--- config.mk ---
export PLATFORM = sky130hd
export DESIGN_NAME = smbus_regbank
export DESIGN_NICKNAME = d
export VERILOG_FILES = /design/src/rtl/smbreg_pkg.sv /design/src/rtl/smb_line_sync.sv /design/src/rtl/smb_link.sv /design/src/rtl/smb_regfile.sv /design/src/rtl/smbus_regbank.sv
export SDC_FILE = /design/constraint.sdc
export NUM_CORES = 1
export LEC_CHECK = 0
export BUFFER_PORTS_ARGS = -buffer_cell sky130_fd_sc_hd__buf_2
export CORE_ASPECT_RATIO = 2
export CORE_MARGIN = 4
export CORE_UTILIZATION = 60
export DETAILED_ROUTE_END_ITERATION = 8
export HOLD_SLACK_MARGIN = 0.08
export PLACE_DENSITY_LB_ADDON = 0.25
export SLEW_MARGIN = 20
export SYNTH_ARGS = -nofsm -noshare
export SYNTH_HDL_FRONTEND = slang
export SYNTH_HIERARCHICAL = 1
export SYNTH_SLANG_ARGS = --single-unit
--- constraint.sdc ---
create_clock -name clk -period 2.7 [get_ports clk]
set_clock_uncertainty 0.1 [all_clocks]
set_input_delay 0.54 -clock clk [delete_from_list [all_inputs] [get_ports clk]]
set_output_delay 0.54 -clock clk [all_outputs]
set_load 0.02 [all_outputs]
--- src/rtl/smbreg_pkg.sv ---
package smbreg_pkg;

    localparam int BYTE_W   = 8;
    localparam int CFG_REGS = 4;
    localparam int CTRL_IDX = 3;
    localparam logic [BYTE_W-1:0] CTRL_RST = 8'h0F;

    typedef logic [BYTE_W-1:0] byte_t;

    typedef enum logic [2:0] {
        LK_IDLE,
        LK_ADDR,
        LK_AACK,
        LK_WBYTE,
        LK_WACK,
        LK_RBYTE,
        LK_RACK,
        LK_SKIP
    } link_st_e;

    typedef struct packed {
        link_st_e   st;
        byte_t      shreg;
        logic [3:0] bitcnt;
        byte_t      ptr;
        logic       rw;
        logic       need_ptr;
        logic       mack;
        logic       oe;
        logic       wr_en;
        byte_t      wr_addr;
        byte_t      wr_data;
    } link_t;

    localparam link_t LINK_IDLE = '{
        st:       LK_IDLE,
        shreg:    '0,
        bitcnt:   '0,
        ptr:      '0,
        rw:       1'b0,
        need_ptr: 1'b1,
        mack:     1'b0,
        oe:       1'b0,
        wr_en:    1'b0,
        wr_addr:  '0,
        wr_data:  '0
    };

endpackage

--- src/rtl/smb_line_sync.sv ---
module smb_line_sync #(
    parameter int STAGES = 2
) (
    input  logic clk,
    input  logic rst_n,
    input  logic scl_raw,
    input  logic sda_raw,
    output logic sda_s,
    output logic scl_rise,
    output logic scl_fall,
    output logic start_det,
    output logic stop_det
);

    typedef struct packed {
        logic [STAGES-1:0] scl_c;
        logic [STAGES-1:0] sda_c;
        logic              scl_p;
        logic              sda_p;
    } sync_t;

    sync_t s_d, s_q;
    logic [STAGES-1:0] scl_shift;
    logic [STAGES-1:0] sda_shift;
    logic              scl_s;

    generate
        if (STAGES == 1) begin : g_single
            assign scl_shift = scl_raw;
            assign sda_shift = sda_raw;
        end else begin : g_chain
            assign scl_shift = {s_q.scl_c[STAGES-2:0], scl_raw};
            assign sda_shift = {s_q.sda_c[STAGES-2:0], sda_raw};
        end
    endgenerate

    always_comb begin
        s_d       = s_q;
        s_d.scl_c = scl_shift;
        s_d.sda_c = sda_shift;
        s_d.scl_p = s_q.scl_c[STAGES-1];
        s_d.sda_p = s_q.sda_c[STAGES-1];
    end

    always_ff @(posedge clk or negedge rst_n) begin
        if (!rst_n) begin
            s_q <= '1;
        end else begin
            s_q <= s_d;
        end
    end

    assign scl_s     = s_q.scl_c[STAGES-1];
    assign sda_s     = s_q.sda_c[STAGES-1];
    assign scl_rise  = scl_s & ~s_q.scl_p;
    assign scl_fall  = ~scl_s & s_q.scl_p;
    assign start_det = scl_s & s_q.scl_p & s_q.sda_p & ~sda_s;
    assign stop_det  = scl_s & s_q.scl_p & ~s_q.sda_p & sda_s;

endmodule

--- src/rtl/smb_link.sv ---
module smb_link
    import smbreg_pkg::*;
#(
    parameter int                 STRAP_W    = 4,
    parameter logic [6-STRAP_W:0] DEV_PREFIX = 3'b101
) (
    input  logic               clk,
    input  logic               rst_n,
    input  logic               clear,
    input  logic               enable,
    input  logic [STRAP_W-1:0] strap,
    input  logic               scl_rise,
    input  logic               scl_fall,
    input  logic               sda_s,
    input  logic               start_det,
    input  logic               stop_det,
    input  byte_t              rd_data,
    output logic               sda_oe,
    output byte_t              rd_addr,
    output logic               wr_en,
    output byte_t              wr_addr,
    output byte_t              wr_data
);

    localparam logic [3:0] LAST_BIT = 4'd8;

    link_t q, d;
    logic  addr_hit;

    assign addr_hit = enable && (q.shreg[7:1] == {DEV_PREFIX, strap});

    always_comb begin
        d       = q;
        d.wr_en = 1'b0;
        if (clear) begin
            d = LINK_IDLE;
        end else if (start_det) begin
            d.st       = LK_ADDR;
            d.bitcnt   = '0;
            d.oe       = 1'b0;
            d.need_ptr = 1'b1;
        end else if (stop_det) begin
            d.st = LK_IDLE;
            d.oe = 1'b0;
        end else begin
            unique case (q.st)
                LK_ADDR: begin
                    if (scl_rise) begin
                        d.shreg  = {q.shreg[6:0], sda_s};
                        d.bitcnt = q.bitcnt + 4'd1;
                    end else if (scl_fall && q.bitcnt == LAST_BIT) begin
                        if (addr_hit) begin
                            d.oe = 1'b1;
                            d.rw = q.shreg[0];
                            d.st = LK_AACK;
                        end else begin
                            d.st = LK_SKIP;
                        end
                    end
                end
                LK_AACK: begin
                    if (scl_fall) begin
                        d.bitcnt = '0;
                        if (q.rw) begin
                            d.shreg = rd_data;
                            d.oe    = ~rd_data[7];
                            d.st    = LK_RBYTE;
                        end else begin
                            d.oe = 1'b0;
                            d.st = LK_WBYTE;
                        end
                    end
                end
                LK_WBYTE: begin
                    if (scl_rise) begin
                        d.shreg  = {q.shreg[6:0], sda_s};
                        d.bitcnt = q.bitcnt + 4'd1;
                    end else if (scl_fall && q.bitcnt == LAST_BIT) begin
                        d.oe = 1'b1;
                        d.st = LK_WACK;
                        if (q.need_ptr) begin
                            d.ptr      = q.shreg;
                            d.need_ptr = 1'b0;
                        end else begin
                            d.wr_en   = 1'b1;
                            d.wr_addr = q.ptr;
                            d.wr_data = q.shreg;
                            d.ptr     = q.ptr + 8'd1;
                        end
                    end
                end
                LK_WACK: begin
                    if (scl_fall) begin
                        d.oe     = 1'b0;
                        d.bitcnt = '0;
                        d.st     = LK_WBYTE;
                    end
                end
                LK_RBYTE: begin
                    if (scl_rise) begin
                        d.bitcnt = q.bitcnt + 4'd1;
                    end else if (scl_fall) begin
                        if (q.bitcnt == LAST_BIT) begin
                            d.oe = 1'b0;
                            d.st = LK_RACK;
                        end else begin
                            d.shreg = {q.shreg[6:0], 1'b0};
                            d.oe    = ~q.shreg[6];
                        end
                    end
                end
                LK_RACK: begin
                    if (scl_rise) begin
                        d.mack = ~sda_s;
                        if (!sda_s) begin
                            d.ptr = q.ptr + 8'd1;
                        end
                    end else if (scl_fall) begin
                        if (q.mack) begin
                            d.shreg  = rd_data;
                            d.oe     = ~rd_data[7];
                            d.bitcnt = '0;
                            d.st     = LK_RBYTE;
                        end else begin
                            d.st = LK_SKIP;
                        end
                    end
                end
                default: begin
                    d.oe = 1'b0;
                end
            endcase
        end
    end

    always_ff @(posedge clk or negedge rst_n) begin
        if (!rst_n) begin
            q <= LINK_IDLE;
        end else begin
            q <= d;
        end
    end

    assign sda_oe  = q.oe;
    assign rd_addr = q.ptr;
    assign wr_en   = q.wr_en;
    assign wr_addr = q.wr_addr;
    assign wr_data = q.wr_data;

endmodule

--- src/rtl/smb_regfile.sv ---
module smb_regfile
    import smbreg_pkg::*;
#(
    parameter int NCFG  = CFG_REGS,
    parameter int LOS_W = 4
) (
    input  logic                         clk,
    input  logic                         rst_n,
    input  logic                         clear,
    input  logic                         wr_en,
    input  byte_t                        wr_addr,
    input  byte_t                        wr_data,
    input  byte_t                        rd_addr,
    input  logic [LOS_W-1:0]             sig_ok,
    output byte_t                        rd_data,
    output logic [NCFG-1:0][BYTE_W-1:0]  cfg_o
);

    localparam byte_t STATUS_ADDR = BYTE_W'(NCFG);

    logic [NCFG-1:0][BYTE_W-1:0] cfg_d, cfg_q;

    function automatic byte_t rst_val(input int idx);
        return (idx == CTRL_IDX) ? CTRL_RST : '0;
    endfunction

    always_comb begin
        for (int i = 0; i < NCFG; i++) begin
            if (clear) begin
                cfg_d[i] = rst_val(i);
            end else if (wr_en && wr_addr == BYTE_W'(i)) begin
                cfg_d[i] = wr_data;
            end else begin
                cfg_d[i] = cfg_q[i];
            end
        end
    end

    always_ff @(posedge clk or negedge rst_n) begin
        if (!rst_n) begin
            for (int i = 0; i < NCFG; i++) begin
                cfg_q[i] <= rst_val(i);
            end
        end else begin
            cfg_q <= cfg_d;
        end
    end

    always_comb begin
        rd_data = '0;
        for (int i = 0; i < NCFG; i++) begin
            if (rd_addr == BYTE_W'(i)) begin
                rd_data = cfg_q[i];
            end
        end
        if (rd_addr == STATUS_ADDR) begin
            rd_data = {{(BYTE_W-LOS_W){1'b0}}, sig_ok};
        end
    end

    assign cfg_o = cfg_q;

endmodule

--- src/rtl/smbus_regbank.sv ---
module smbus_regbank
    import smbreg_pkg::*;
#(
    parameter int                 SYNC_STAGES = 2,
    parameter int                 STRAP_W     = 4,
    parameter logic [6-STRAP_W:0] DEV_PREFIX  = 3'b101,
    parameter int                 LOS_W       = 4
) (
    input  logic               clk,
    input  logic               rst_n,
    input  logic               mode_en,
    input  logic               scl_in,
    input  logic               sda_in,
    output logic               sda_oe,
    input  logic [STRAP_W-1:0] strap_addr,
    input  logic [LOS_W-1:0]   sig_ok,
    output logic [7:0]         route_cfg,
    output logic [7:0]         emph_cfg,
    output logic [7:0]         eqlz_cfg,
    output logic [7:0]         ctrl_cfg
);

    logic  mode_d, mode_q;
    logic  clear;
    logic  sda_s, scl_rise, scl_fall, start_det, stop_det;
    byte_t rd_addr, rd_data, wr_addr, wr_data;
    logic  wr_en;
    logic [CFG_REGS-1:0][BYTE_W-1:0] cfg;

    always_comb begin
        mode_d = mode_en;
    end

    always_ff @(posedge clk or negedge rst_n) begin
        if (!rst_n) begin
            mode_q <= 1'b0;
        end else begin
            mode_q <= mode_d;
        end
    end

    assign clear = mode_en ^ mode_q;

    smb_line_sync #(
        .STAGES (SYNC_STAGES)
    ) sync_i (
        .clk       (clk),
        .rst_n     (rst_n),
        .scl_raw   (scl_in),
        .sda_raw   (sda_in),
        .sda_s     (sda_s),
        .scl_rise  (scl_rise),
        .scl_fall  (scl_fall),
        .start_det (start_det),
        .stop_det  (stop_det)
    );

    smb_link #(
        .STRAP_W    (STRAP_W),
        .DEV_PREFIX (DEV_PREFIX)
    ) link_i (
        .clk       (clk),
        .rst_n     (rst_n),
        .clear     (clear),
        .enable    (mode_en),
        .strap     (strap_addr),
        .scl_rise  (scl_rise),
        .scl_fall  (scl_fall),
        .sda_s     (sda_s),
        .start_det (start_det),
        .stop_det  (stop_det),
        .rd_data   (rd_data),
        .sda_oe    (sda_oe),
        .rd_addr   (rd_addr),
        .wr_en     (wr_en),
        .wr_addr   (wr_addr),
        .wr_data   (wr_data)
    );

    smb_regfile #(
        .NCFG  (CFG_REGS),
        .LOS_W (LOS_W)
    ) regs_i (
        .clk     (clk),
        .rst_n   (rst_n),
        .clear   (clear),
        .wr_en   (wr_en),
        .wr_addr (wr_addr),
        .wr_data (wr_data),
        .rd_addr (rd_addr),
        .sig_ok  (sig_ok),
        .rd_data (rd_data),
        .cfg_o   (cfg)
    );

    assign route_cfg = cfg[0];
    assign emph_cfg  = cfg[1];
    assign eqlz_cfg  = cfg[2];
    assign ctrl_cfg  = cfg[3];

endmodule

# After elaboration in Yosys (flattened, before gate mapping)
# Index checks and enable logic that the tools add are counted.
dict set report word_totals {
  regBits 83
  output_inout_bits 33
}
dict set report op_classes {
  add_sub_neg 2
  eq_ne 54
  muxes 81
  bitwise 14
  n_reduce_logical 34
}
# cell n
set ops {}
lappend ops {{8-bit 2-to-1 mux} 21}
lappend ops {{17-bit 2-to-1 mux} 4}
lappend ops {{15-bit 2-to-1 mux} 3}
lappend ops {{5-bit by 2-bit inequality test with 1-bit output (second input constant)} 9}
lappend ops {{44-bit 2-to-1 mux} 1}
lappend ops {{18-bit 2-to-1 mux} 2}
lappend ops {{12-bit AND reduction} 3}
lappend ops {{8-bit by 2-bit equality test with 1-bit output (second input constant)} 4}
lappend ops {{8-bit case mux with 4 select lines} 1}
lappend ops {{3-bit 2-to-1 mux} 10}
lappend ops {{1-bit 2-to-1 mux} 25}
lappend ops {{12-bit 2-to-1 mux} 2}
lappend ops {{3-bit by 2-bit inequality test with 1-bit output (second input constant)} 8}
lappend ops {{23-bit 2-to-1 mux} 1}
lappend ops {{11-bit 2-to-1 mux} 2}
lappend ops {{4-bit by 2-bit inequality test with 1-bit output (second input constant)} 5}
lappend ops {{5-bit inequality test (second input constant)} 4}
lappend ops {{4-bit case mux with 5 select lines} 1}
lappend ops {{2-bit nonzero test} 10}
lappend ops {{3-bit inequality test (second input constant)} 6}
lappend ops {{3-bit case mux with 6 select lines} 1}
lappend ops {{8-bit by 1-bit equality test with 1-bit output (second input constant)} 2}
lappend ops {{8-bit logical NOT} 2}
lappend ops {{8-bit case mux with 2 select lines} 1}
lappend ops {{other kinds (29)} 57}

# Depth between registers and ports, before layout
# Gate-level depths: netlist (run 1).
dict set report depth {
  depth_word 14
  mapped_depth 8
  ltp_nobuf 7
}

# Hierarchy
# The synthesis (run 1) kept the hierarchy.
# module n_inst cells_each area_each_um2
set modules_own_cells {}
lappend modules_own_cells {smb_link 1 293 2798.9}
lappend modules_own_cells {smb_regfile 1 161 1845.5}
lappend modules_own_cells {smb_line_sync 1 10 190.2}
lappend modules_own_cells {smbus_regbank 1 2 33.8}

# Worst setup path before layout (run 1)
# No wires, ideal clock.
dict set report synth_path {
  path_type {reg-to-reg}
  from {reg sync_i/s_q[1] in the netlist's numbering}
  to {reg link_i.q, in the netlist link_i/wr_addr[0]}
  setup_ps 121
  arrival_ps 2028
  t_required_ps 2479
  setup_slack_ps 451
  path_stages_with_launch 8
  path_buffers 1
  synth_period_minus_slack_ps 2249
  path_cell_list {dfstp_2 -> nor2b_1 -> nand2b_2 -> or3_4 -> nor4_4 -> nor2_2 -> buf_6 -> a22o_1}
}
dict set report synth_via {
  elab_cells_between_ends 14
  cone_classes {eq/ne: 3; bitwise: 8; reduce/logical: 3}
}
# element line
set synth_lines {}
lappend synth_lines {{start: declaration} smb_line_sync.sv:22} ;# sync_t s_d, s_q;
lappend synth_lines {{start signal: assignment} smb_line_sync.sv:47} ;# s_q <= '1;
lappend synth_lines {{start signal: assignment} smb_line_sync.sv:49} ;# s_q <= s_d;
lappend synth_lines {{1-bit AND} smb_line_sync.sv:56} ;# assign scl_fall = ~scl_s & s_q.scl_p;
lappend synth_lines {{net scl_fall} smbus_regbank.sv:25} ;# logic sda_s, scl_rise, scl_fall, start_det, stop_det;
lappend synth_lines {{1-bit logical AND} smb_link.sv:78} ;# end else if (scl_fall && q.bitcnt == LAST_BIT) begin
lappend synth_lines {{2-bit nonzero test (no source line)} --}
lappend synth_lines {{6-bit AND reduction (no source line)} --}
lappend synth_lines {{end signal: assignment} smb_link.sv:138} ;# q <= LINK_IDLE;
lappend synth_lines {{end signal: assignment} smb_link.sv:140} ;# q <= d;
lappend synth_lines {{end: declaration} smb_link.sv:27} ;# link_t q, d;
# The timed path passes the listed nets, and every way through them passes these cells.
# A chain may end at the register's enable or synchronous reset.

# Final worst setup path (run 1)
dict set report layout_path {
  from {reg sync_i.s_q, in the netlist sync_i/s_d[1]}
  to {reg link_i/q[33] in the netlist's numbering}
}
dict set report layout_via {
  elab_cells_between_ends 17
  cone_classes {eq/ne: 8; bitwise: 8; reduce/logical: 1}
}
# element line
set layout_lines {}
lappend layout_lines {{1-bit AND (*)} smb_line_sync.sv:55} ;# assign scl_rise = scl_s & ~s_q.scl_p;
lappend layout_lines {{net scl_rise} smbus_regbank.sv:25}
lappend layout_lines {{3-bit inequality test (no source line) or 3-bit by 1-bit inequality test with 1-bit output (tied branches)} --}
lappend layout_lines {{12-bit AND reduction (no source line) (*)} --}
# The timed path passes the listed nets; every way through them passes the cells marked *.

==> run metrics, run 1 <==
area growth from synthesis to layout=9.74%; total of warnings raised by yosys=6; total grt overflow=0; top_reg_cell synth=dfrtp_1; Pins Over Slew Limit=0; total power after layout=2.75 mW; post-detailed-route count of antenna-violating nets=0; filler-free cell count of the finished design=591; post-route cell area=5340 um^2; post-synthesis area per instance=around 10 um^2; final antenna diode count=0; first-pass GRT wire length=19000 um; commonest cells after routing, fill and taps aside=72 x dfrtp_1, 44 x buf_2, 43 x nand2_1; proportion of synthesized area in mux cells=0.133; Psw=0.655 mW; fraction of power consumed by combinational cells=0.085; cell taking the most area after synthesis=dfrtp_1; leakage power figure=2.38 nW; result of the run=completed; overall die width=roughly 72 um; number of storage elements in the synthesis netlist=83; Sinks on Clock Net=83; DRT Pass-1 Iters=5; most common cell after layout, fill and taps aside=dfrtp_1; IR Drop Worst-Case VDD=0.353 mV; root buffer cell=clkbuf_16; internal power=2.09 mW; placed inst area=5040 um^2; total via count after detailed routing=3705; DRC viols=0; setup repair after global routing missed its margin=no; xor/xnor cell area share of the yosys netlist=0.00900; number of nets in the final layout=506; main combinational cell family by area after synthesis=simple AND/OR/NAND/NOR gates; total track usage=0.255; fraction of synthesized cell area taken by the top area cell type=0.370; vias per cell=6.27; fraction of the cycle the final worst path needs=0.937; source-to-sink clock delay at the later pin of the worst-skew pair=330 ps; last weighted congestion value of the routability-driven placer=a little over 0.9; IO Port Bufs=between 40 and 50; total of hold buffers inserted after clock tree synthesis=0; synthesized area=4870 um^2; cell types occupying the most area after synthesis=dfrtp_1 37%, mux2i_1 8.4%, dfstp_2 5.9%; transition at the pin with the smallest max-transition slack=692 ps; Detailed Route WL=11700 um; fin worst setup slack=between 150 and 200 ps; post-layout util=0.673; total core area=7940 um^2; proportion of layout cells with a drive suffix above 1=0.230; sequential element share of the synthesized area=0.429; simple-gate area share of the yosys netlist=0.218; post-synthesis adder-cell area fraction=0.00977; P per Cell Area=514 nW/um^2; initial cell density of the core=0.613; crit path capture type=flip-flop; top fanout value on the critical path=8; Seq pwr share=0.466; clock period minus final worst setup slack=between 2000 and 3000 ps; violation count after the first detailed-routing iteration=299; Clock H-tree levels=3; share of flip-flops with an asynchronous set or reset after synthesis=1.00; Switching Fraction=0.238; floorplan die area=about 9700 um^2; max-cap check violation count=0; cell total after placement=575; complex-gate fraction of the synthesized area=0.127; post-synthesis net count=482; Die H=135 um; TritonCTS clock tree=built; TritonCTS buffer count=9; clock transition at the registers of the reported paths=60 ps; WL per Instance=between 15 and 20 um; CP required=2810 ps; post-CTS setup-driven buffer insertion count=0; count of instances resized after the clock tree is built=0; Relative slew margins=0.539; CTS max path bufs=2; Final Hold Slack=126 ps; Peak Freq=0.395 GHz; path category of the worst min-delay check=in2async; row count=46; Data arrival, critical path=2640 ps; portion of total power attributed to the clock network=0.449; post-place setup slack=about 190 ps; critical path class=reg2reg; endpoints failing hold=0; pin count of the biggest net entering global routing=56; Netlist cell types=72; Post-Synthesis Cells=466; half-perimeter wire length after detailed placement=approximately 8700 um; crit start category=flip-flop; I/O pin count=46; number of antenna violations at the first check in global routing=0; setup violators final=0; number of enable flip-flop cells after synthesis=0; vias in the first global route=3754; accumulated negative setup slack=0 ps
## layout make-up
cell class              instances  area [um^2]
fillers                       607         2600
multi-input cells             328         2440
flip-flops and latches         83         2090
repair buffers                 61          360
clock buffers                  11          243
well taps                      96          120
clock inverters                 5         62.6
inverters                       7         26.3
## worst max-delay path, stage by stage, from the launching register on
cell     delay [ps]
dfstp_2         560
nor2b_1         430
mux2i_1         140
or2_1           230
a21oi_1         150
a41o_1          430
mux2_1          370
## registers in the layout, indices dropped and copies added (netlist names), 2 cells and up
register and count:
link_i/q 18, link_i/rd_addr 8, link_i/wr_addr 8, link_i/wr_data 8, regs_i/cfg_o 32, sync_i/s_d 3
sync_i/s_q 2
## cells by family after synthesis
family | after synthesis
AOI/OAI and AO/OA | 84
and+or+nand+nor | 177
xor gates and xnor gates | 5
muxes | 58
DFF | 83
buffers and inverters | 55
adders and majority gates | 4
## cell usage after synthesis, types with 4 or more instances
master    number
inv_1          7
a22o_1        15
o21ai_0       13
mux4_2         4
buf_6          6
mux2i_1       41
nand2b_1      37
nor2b_1        5
a21oi_1       18
mux2_2         4
or4_1          4
clkbuf_1      10
nor2_1        23
nor3b_1        7
buf_4         26
mux2_1         9
nand3_1       10
or3_1          9
dfrtp_1       72
nor3_1         5
nand2_1       43
buf_2          6
a31oi_1        6
dfstp_2       11
## metal layers
metal,up-vias,GRT usage,routed length [um]
met5,-,0,0
met4,0,0.150,587
met3,32,0.0334,537
met2,128,0.467,6430
met1,1835,0.271,4160
li1,1710,-,-
## power by group through the flow
| stage | clock network [mW] | registers (mW) | logic (mW) |
|---|---|---|---|
| CTS | 1.27 | 1.28 | 0.234 |
| detailed placement | 0 | 1.30 | 0.234 |
| global placement | 0 | 1.30 | 0.232 |
| finish | 1.23 | 1.28 | 0.233 |
| global route | 1.32 | 1.28 | 0.255 |
| floorplan | 0 | 1.29 | 0.156 |
## path summary, 6_finish.rpt
path / from / end / slack [ps] / cells past startpoint
max in group asynchronous: rst_n / regs_i/cfg_o[27]$_DFFE_PN1P_ / 1680 / 2
min in group clk: scl_in / sync_i/s_d[5]$_DFF_PN1_ / 200 / 1
worst min register to register: sync_i/s_d[5]$_DFF_PN1_ / sync_i/s_d[1]$_DFF_PN1_ / 260 / 0
worst max register to register: sync_i/s_d[1]$_DFF_PN1_ / link_i/q[33]$_DFFE_PN0P_ / 170 / 6
worst max-delay path: sync_i/s_d[1]$_DFF_PN1_ / link_i/q[33]$_DFFE_PN0P_ / 170 / 6
worst min-delay path: rst_n / regs_i/cfg_o[12]$_DFFE_PN0P_ / 130 / 1
Power figures use the tool's default switching activity.
==> run 2: changes to the inputs <==
Settings changed: ABC_AREA from default to 1.
==> run 2 against run 1 <==
Compared with the run above: critical path depth grew 3; final cell count grew 37%; setup slack gained 260 ps; first-iteration DRC count shrank 2.7%; highest routed layer unchanged.
==> run metrics, run 2 <==
result of the run=completed; initial cell density of the core=0.614 (+0.00136); Synth top cells by count=187 x nand2_1, 107 x nand3_1, 72 x dfrtp_1, 70 x inv_1, 51 x nor2_1; routing usage on met1=0.283 (+0.0122); endpoints failing hold=0 (unchanged); max-cap check violation count=0 (unchanged); final antenna diode count=0 (unchanged); area used by sequential logic in the layout=2090 um^2 (unchanged); main combinational cell family by area after synthesis=simple AND/OR/NAND/NOR gates; source-to-sink clock delay at the later pin of the worst-skew pair=340 ps (about the same); total core area=8290 um^2 (+4.4%); xor/xnor cell area share of the yosys netlist=0.00688 (-0.00212); count of instances resized after the clock tree is built=0 (unchanged); row count=47 (+2.2%); delay of the slowest critical-path stage=590 ps (+30 ps); Netlist cell types=42 (-42%); fraction of synthesized cell area taken by the top area cell type=0.354 (-0.0164); layer with the highest usage after global routing=met2; top_reg_cell synth=dfrtp_1; reg-to-reg critical path endpoint=link_i/wr_addr[0]$_DFFE_PN0P_; worst reg2reg path depth=9 (+3); P per Cell Area=845 nW/um^2 (+64%); Peak Freq=0.441 GHz (+12%); clock transition at the registers of the reported paths=60 ps (about the same); post-CTS setup-driven buffer insertion count=0 (unchanged); TritonCTS buffer count=9 (unchanged); number of buffers and inverters on the critical path=3 (+3); post-synthesis net count=703 (+46%); Detailed Route WL=13800 um (+18%); leakage power figure=2.92 nW (+23%); Switching Fraction=0.418 (+0.180); proportion of layout cells with a drive suffix above 1=0.180 (-0.0508); met2 track demand over resource=0.534 (+0.0670); post-route cell area=5540 um^2 (+3.6%); total track usage=0.284 (+0.0285); area taken by multi-input logic gates=2390 um^2 (-1.8%); pin count of the biggest net entering global routing=46 (-18%); ordered cell list for the critical path=nand2_1 > nor2_1 > inv_1 > nand2_1 > inv_1 > nand3_2 > inv_1 > nand2_1 > nand2_1; worst reg2reg startpoint=sync_i/sda_s$_DFF_PN1_; total of warnings raised by yosys=6 (unchanged); placed inst area=5200 um^2 (+3.2%); family with the most delay on the worst path=simple AND/OR/NAND/NOR gates; number of storage elements in the synthesis netlist=83 (unchanged); fin worst setup slack=432 ps (+263 ps); fraction of met3 tracks used by global routing=0.0298 (-0.00364); total via count after detailed routing=4705 (+27%); number of cells on the worst hold path=1; post-synthesis area per instance=7.41 um^2 (-29%); Slowest cell on crit path=dfstp_2; Critical path origin=sync_i/sda_s$_DFF_PN1_; CTS max path bufs=2 (unchanged); Largest register FFs=32 (unchanged); DRC viols=0 (unchanged); most common cell after layout, fill and taps aside=nand2_1; IR Drop Worst-Case VDD=0.710 mV (+100%); Clock H-tree levels=3 (unchanged); overall die width=73.2 um (+2.0%); commonest cells after routing, fill and taps aside=187 x nand2_1, 107 x nand3_1, 72 x dfrtp_1; setup repair after global routing missed its margin=no; critical path class=reg2reg; Relative slew margins=0.527 (-0.0120); number of nets in the final layout=724 (+43%); post-detailed-route count of antenna-violating nets=0 (unchanged); simple-gate area share of the yosys netlist=0.364 (+0.146); WL per Instance=17.1 um (-14%); internal power=2.72 mW (+30%); root buffer cell=clkbuf_16; total power after layout=4.68 mW (+70%); cell taking the most area after synthesis=dfrtp_1; proportion of synthesized area in mux cells=0 (-0.133); path category of the worst min-delay check=in2reg; complex-gate fraction of the synthesized area=0.0919 (-0.0353); setup violators final=0 (unchanged); count leader, synth=nand2_1; DRT Pass-1 Iters=5 (unchanged); filler-free cell count of the finished design=811 (+37%); Die H=138 um (+2.1%); area growth from synthesis to layout=8.70%; sequential element share of the synthesized area=0.410 (-0.0190); I/O pin count=46 (unchanged); half-perimeter wire length after detailed placement=10500 um (+20%); Seq pwr share=0.337 (-0.129); Data arrival, critical path=2400 ps (-240 ps); number of antenna violations at the first check in global routing=0 (unchanged); post-synthesis adder-cell area fraction=0.00737 (-0.00240); Post-Synthesis Cells=687 (+47%); accumulated negative setup slack=0 ps (unchanged); violation count after the first detailed-routing iteration=291 (-2.7%); fraction of power consumed by combinational cells=0.376 (+0.291); cell total after placement=794 (+38%); fraction of the cycle the final worst path needs=0.840 (-0.0973); total grt overflow=0 (unchanged); last weighted congestion value of the routability-driven placer=0.972 (+4.9%); crit path capture type=flip-flop; top fanout value on the critical path=15 (+7); cell types occupying the most area after synthesis=dfrtp_1 35%, nand2_1 14%, nand3_1 11%; Worst Hold Path EP=sync_i/s_d[3]$_DFF_PN1_; portion of total power attributed to the clock network=0.287 (-0.162); number of enable flip-flop cells after synthesis=0 (unchanged); crit start category=flip-flop; Hold Crit Start=sda_in; Sinks on Clock Net=83 (unchanged); Fillers=707 (+16%); Pins Over Slew Limit=0 (unchanged); floorplan die area=10100 um^2 (+4.2%); synthesized area=5090 um^2 (+4.6%); vias in the first global route=4618 (+23%); clock period minus final worst setup slack=2270 ps (-263 ps); vias per cell=5.80 (-7.5%); Psw=1.96 mW (+200%); TritonCTS clock tree=built; first-pass GRT wire length=22200 um (+17%); CP required=2830 ps (+20 ps); IO Port Bufs=45 (unchanged); share of flip-flops with an asynchronous set or reset after synthesis=1.00 (unchanged); worst setup slack for register-to-register paths=430 ps (+260 ps); post-place setup slack=363 ps (+176 ps); CP most frequent cell=nand2_1; transition at the pin with the smallest max-transition slack=709 ps (+17.0 ps)
-- run 2: cell types whose count changed after synthesis, moves of 11 or more --
cell / change
nand2_1: +144
nand3_1: +97
inv_1: +63
mux2i_1: -41
nand2b_1: -37
nor2_1: +28
o21ai_0: +21
a22o_1: -15
o21ai_1: +14
inv_2: +11
-- run 2: logic make-up (layout without fill, tap and decap cells) --
group                      Yosys count  after routing
xor gates and xnor gates             4              4
DFF                                 83             83
adders and majority gates            3              3
and+or+nand+nor                    397            397
buffers and inverters              122            148
AOI/OAI and AO/OA                   78             78
-- run 2: repair_timing --
item,in CTS,in global routing
hold endpoints to repair,4,0
endpoints found under the setup margin,0,0
hold buffers,1,0
-- run 2: worst register-to-register path, delay by kind of cell (launching register included) --
family	cells	cell delay [ps]
buffers and inverters	3	440
AND/OR/NAND/NOR	6	1050
flip-flops	1	590
-- run 2: per-stage QoR --
| step | util | hold slack, ps |
|---|---|---|
| 2_1_floorplan | - | 144 |
| 3_3_place_gp | 0.627 | 246 |
| 3_5_place_dp | 0.627 | 249 |
| 4_1_cts | 0.668 | 197 |
| 5_1_grt | 0.668 | 202 |
| 6_report | 0.668 | 204 |
-- run 2: area by class of cell --
cell class	count	share of cell area
timing repair buffer	50	0.0529
inverter	82	0.0556
tap	98	0.0221
clock inverter	5	0.0154
clock buffer	11	0.0438
sequential	83	0.378
multi-input combinational	482	0.433
-- run 2: how the worst max path moves through the flow --
stage | slack (ps) | depth (start not counted) | to
4_1_cts | 450 | 9 | link_i/wr_addr[0]$_DFFE_PN0P_
5_1_grt | 230 | 10 | link_i/q[42]$_DFFE_PN0P_
3_3_place_gp | 360 | 12 | link_i/wr_addr[0]$_DFFE_PN0P_
6_report | 430 | 9 | link_i/wr_addr[0]$_DFFE_PN0P_
3_5_place_dp | 360 | 10 | link_i/wr_addr[6]$_DFFE_PN0P_
2_1_floorplan | 840 | 10 | link_i/q[35]$_DFFE_PN0P_
-- run 2: power groups by stage --
stage | logic, mW | clock network (mW) | registers [mW]
2_1_floorplan | 1.38 | 0 | 1.54
3_3_place_gp | 1.69 | 0 | 1.58
3_5_place_dp | 1.72 | 0 | 1.59
4_1_cts | 1.74 | 1.36 | 1.57
6_report | 1.76 | 1.34 | 1.58
5_1_grt | 1.96 | 1.41 | 1.59
-- run 2: per-layer routing --
metal | part of all wire | vias to the layer above
met4 | 0.047 | 0
met5 | 0 | -
met2 | 0.57 | 144
li1 | - | 2256
met1 | 0.35 | 2258
met3 | 0.028 | 47
==> run 3: changes to the inputs <==
Settings changed: ABC_AREA 1 to 0, CORE_UTILIZATION 60 to 54.
Clock period 2.7 ns to 1.8 ns, I/O delays scaled along.
==> run 3 against run 2 <==
Compared with the run above: the run now ends with setup timing left; via count shrank 14%; sequential share of layout area shrank 5.1 points; design area grew 16%; hold slack lost 54 ps; global-route usage shrank 1.6 points; first-iteration DRC count shrank 17%; critical path depth shrank 1; clock-buffer cell count shrank 2; register-to-register slack lost 730 ps; combinational power shrank 67%; setup slack lost 730 ps; wire length shrank 2.0%; critical endpoint is now link_i/q[31]$_DFFE_PN0P_.
==> run metrics, run 3 (synthesis gave the netlist of run 1 again) <==
result of the run=finished, violations left; failing checks=setup timing; last weighted congestion value of the routability-driven placer=0.934 (-3.9%); reg-to-reg critical path endpoint=link_i/q[31]$_DFFE_PN0P_; floorplan die area=10700 um^2 (+5.7%); WL per Instance=19.7 um (+16%); TritonCTS buffer count=9 (unchanged); total via count after detailed routing=4062 (-14%); Critical path origin=sync_i/s_q[1]$_DFF_PN1_; fraction of the cycle the final worst path needs=1.17 (+0.326); transition at the pin with the smallest max-transition slack=389 ps (-319 ps); IR Drop Worst-Case VDD=0.464 mV (-35%); Clock H-tree levels=3 (unchanged); total core area=8710 um^2 (+5.0%); Detailed Route WL=13600 um (-2.0%); worst setup slack for register-to-register paths=-300 ps (-730 ps); Peak Freq=0.477 GHz (+8.1%); DRT Pass-1 Iters=5 (unchanged); CTS max path bufs=2 (unchanged); clock transition at the registers of the reported paths=60 ps (about the same); Die H=142 um (+2.9%); most common cell after layout, fill and taps aside=buf_4; setup repair after global routing missed its margin=yes; setup violators final=43 (+43); area used by sequential logic in the layout=2090 um^2 (+0.18%); TritonCTS clock tree=built; DRC viols=0 (unchanged); total grt overflow=0 (unchanged); fin worst setup slack=-298 ps (-730 ps); proportion of layout cells with a drive suffix above 1=0.431 (+0.251); top fanout value on the critical path=5 (-10); post-place setup slack=-328 ps (-692 ps); pin count of the biggest net entering global routing=29 (-37%); area taken by multi-input logic gates=2710 um^2 (+13%); Sinks on Clock Net=83 (unchanged); total track usage=0.268 (-0.0161); Pins Over Slew Limit=0 (unchanged); path category of the worst min-delay check=in2reg; max-cap check violation count=0 (unchanged); Fillers=612 (-13%); Hold Crit Start=mode_en; critical path class=reg2reg; half-perimeter wire length after detailed placement=10100 um (-3.7%); Data arrival, critical path=2230 ps (-170 ps); source-to-sink clock delay at the later pin of the worst-skew pair=340 ps (about the same); post-route cell area=6410 um^2 (+16%); I/O pin count=46 (unchanged); cell total after placement=653 (-18%); commonest cells after routing, fill and taps aside=85 x buf_4, 69 x dfrtp_1, 44 x buf_2; clock period minus final worst setup slack=2100 ps (-170 ps); crit start category=flip-flop; IO Port Bufs=45 (unchanged); worst reg2reg startpoint=sync_i/s_q[1]$_DFF_PN1_; initial cell density of the core=0.559 (-0.0553); placed inst area=5730 um^2 (+10%); overall die width=75.1 um (+2.7%); violation count after the first detailed-routing iteration=242 (-17%); number of antenna violations at the first check in global routing=0 (unchanged); number of nets in the final layout=598 (-17%); endpoints failing hold=0 (unchanged); filler-free cell count of the finished design=687 (-15%); P per Cell Area=656 nW/um^2 (-22%); crit path capture type=flip-flop; accumulated negative setup slack=-9820 ps (-9820 ps); Relative slew margins=0.741 (+0.214); post-layout util=0.736 (+0.0688); first-pass GRT wire length=21400 um (-3.5%); root buffer cell=clkbuf_16; area growth from synthesis to layout=31.7%; post-detailed-route count of antenna-violating nets=0 (unchanged); vias in the first global route=4280 (-7.3%); Largest register FFs=32 (unchanged); final antenna diode count=0 (unchanged); leakage power figure=2.93 nW (+0.64%); CP required=1930 ps (-900 ps); row count=48 (+2.1%); worst reg2reg path depth=8 (-1); critical path capture point=link_i/q[31]$_DFFE_PN0P_; vias per cell=5.91 (+1.9%)
-- run 3: cell count changes in the layout (fill, tap and decap cells not counted), moves of 12 or more --
cell	before	now
nand2_1	187	40
nand3_1	107	9
buf_4	3	85
inv_1	70	6
mux2i_1	0	41
nand2b_1	0	37
nor2_1	51	20
o21ai_0	34	3
a22o_1	0	15
buf_6	0	12
-- run 3: cell type report --
cell class	count	share of cell area
Sequential cell	83	0.327
Timing Repair Buffer	152	0.184
Multi-Input combinational cell	329	0.423
Inverter	7	0.00410
Tap cell	100	0.0195
Clock buffer	9	0.0351
Clock inverter	7	0.00800
-- run 3: metal layers --
metal  global-route usage  wire [um]
met1                0.276       4710
met2                0.488       7660
met3               0.0368        462
met4                0.159        728
met5                    0          0
-- run 3: how the worst min path moves through the flow --
stage / end / slack [ps] / cells past startpoint
6_report: mode_q$_DFF_PN0_ / 150 / 1
5_1_grt: mode_q$_DFF_PN0_ / 140 / 1
4_1_cts: mode_q$_DFF_PN0_ / 140 / 1
3_5_place_dp: regs_i/cfg_o[15]$_DFFE_PN0P_ / 210 / 1
3_3_place_gp: regs_i/cfg_o[15]$_DFFE_PN0P_ / 210 / 1
2_1_floorplan: link_i/q[18]$_DFFE_PN0P_ / -40 / 0
-- run 3: worst max-delay path: stages (launching register included) --
cell and delay [ps]:
dfstp_2 550, buf_6 100, nor2b_4 40, buf_6 120
nor3b_2 140, o22ai_1 80, a211o_1 340, and2_4 190
o41ai_2 320
-- run 3: timing repair --
| action | in CTS | in global routing |
|---|---|---|
| pin swaps | 22 | 15 |
| resized for setup | 54 | 15 |
| hold buffers | 3 | 0 |
| cloned | 1 | 0 |
| setup buffers | 12 | 3 |
| endpoints found under the hold margin | 25 | 0 |
| endpoints found under the setup margin | 42 | 72 |
-- run 3: power breakdown --
group	internal [mW]	leakage (nW)	switching, mW
logic	0.273	1.69	0.299
registers	1.89	1.11	0.0221
clock network	0.941	0.132	0.783
total	3.10	2.93	1.10
-- run 3: metrics by stage --
stage	hold WS (ps)	total power [mW]
2_1_floorplan	-35.6	2.20
3_3_place_gp	205	2.42
3_5_place_dp	209	2.42
4_1_cts	142	4.22
5_1_grt	143	4.35
6_report	150	4.21
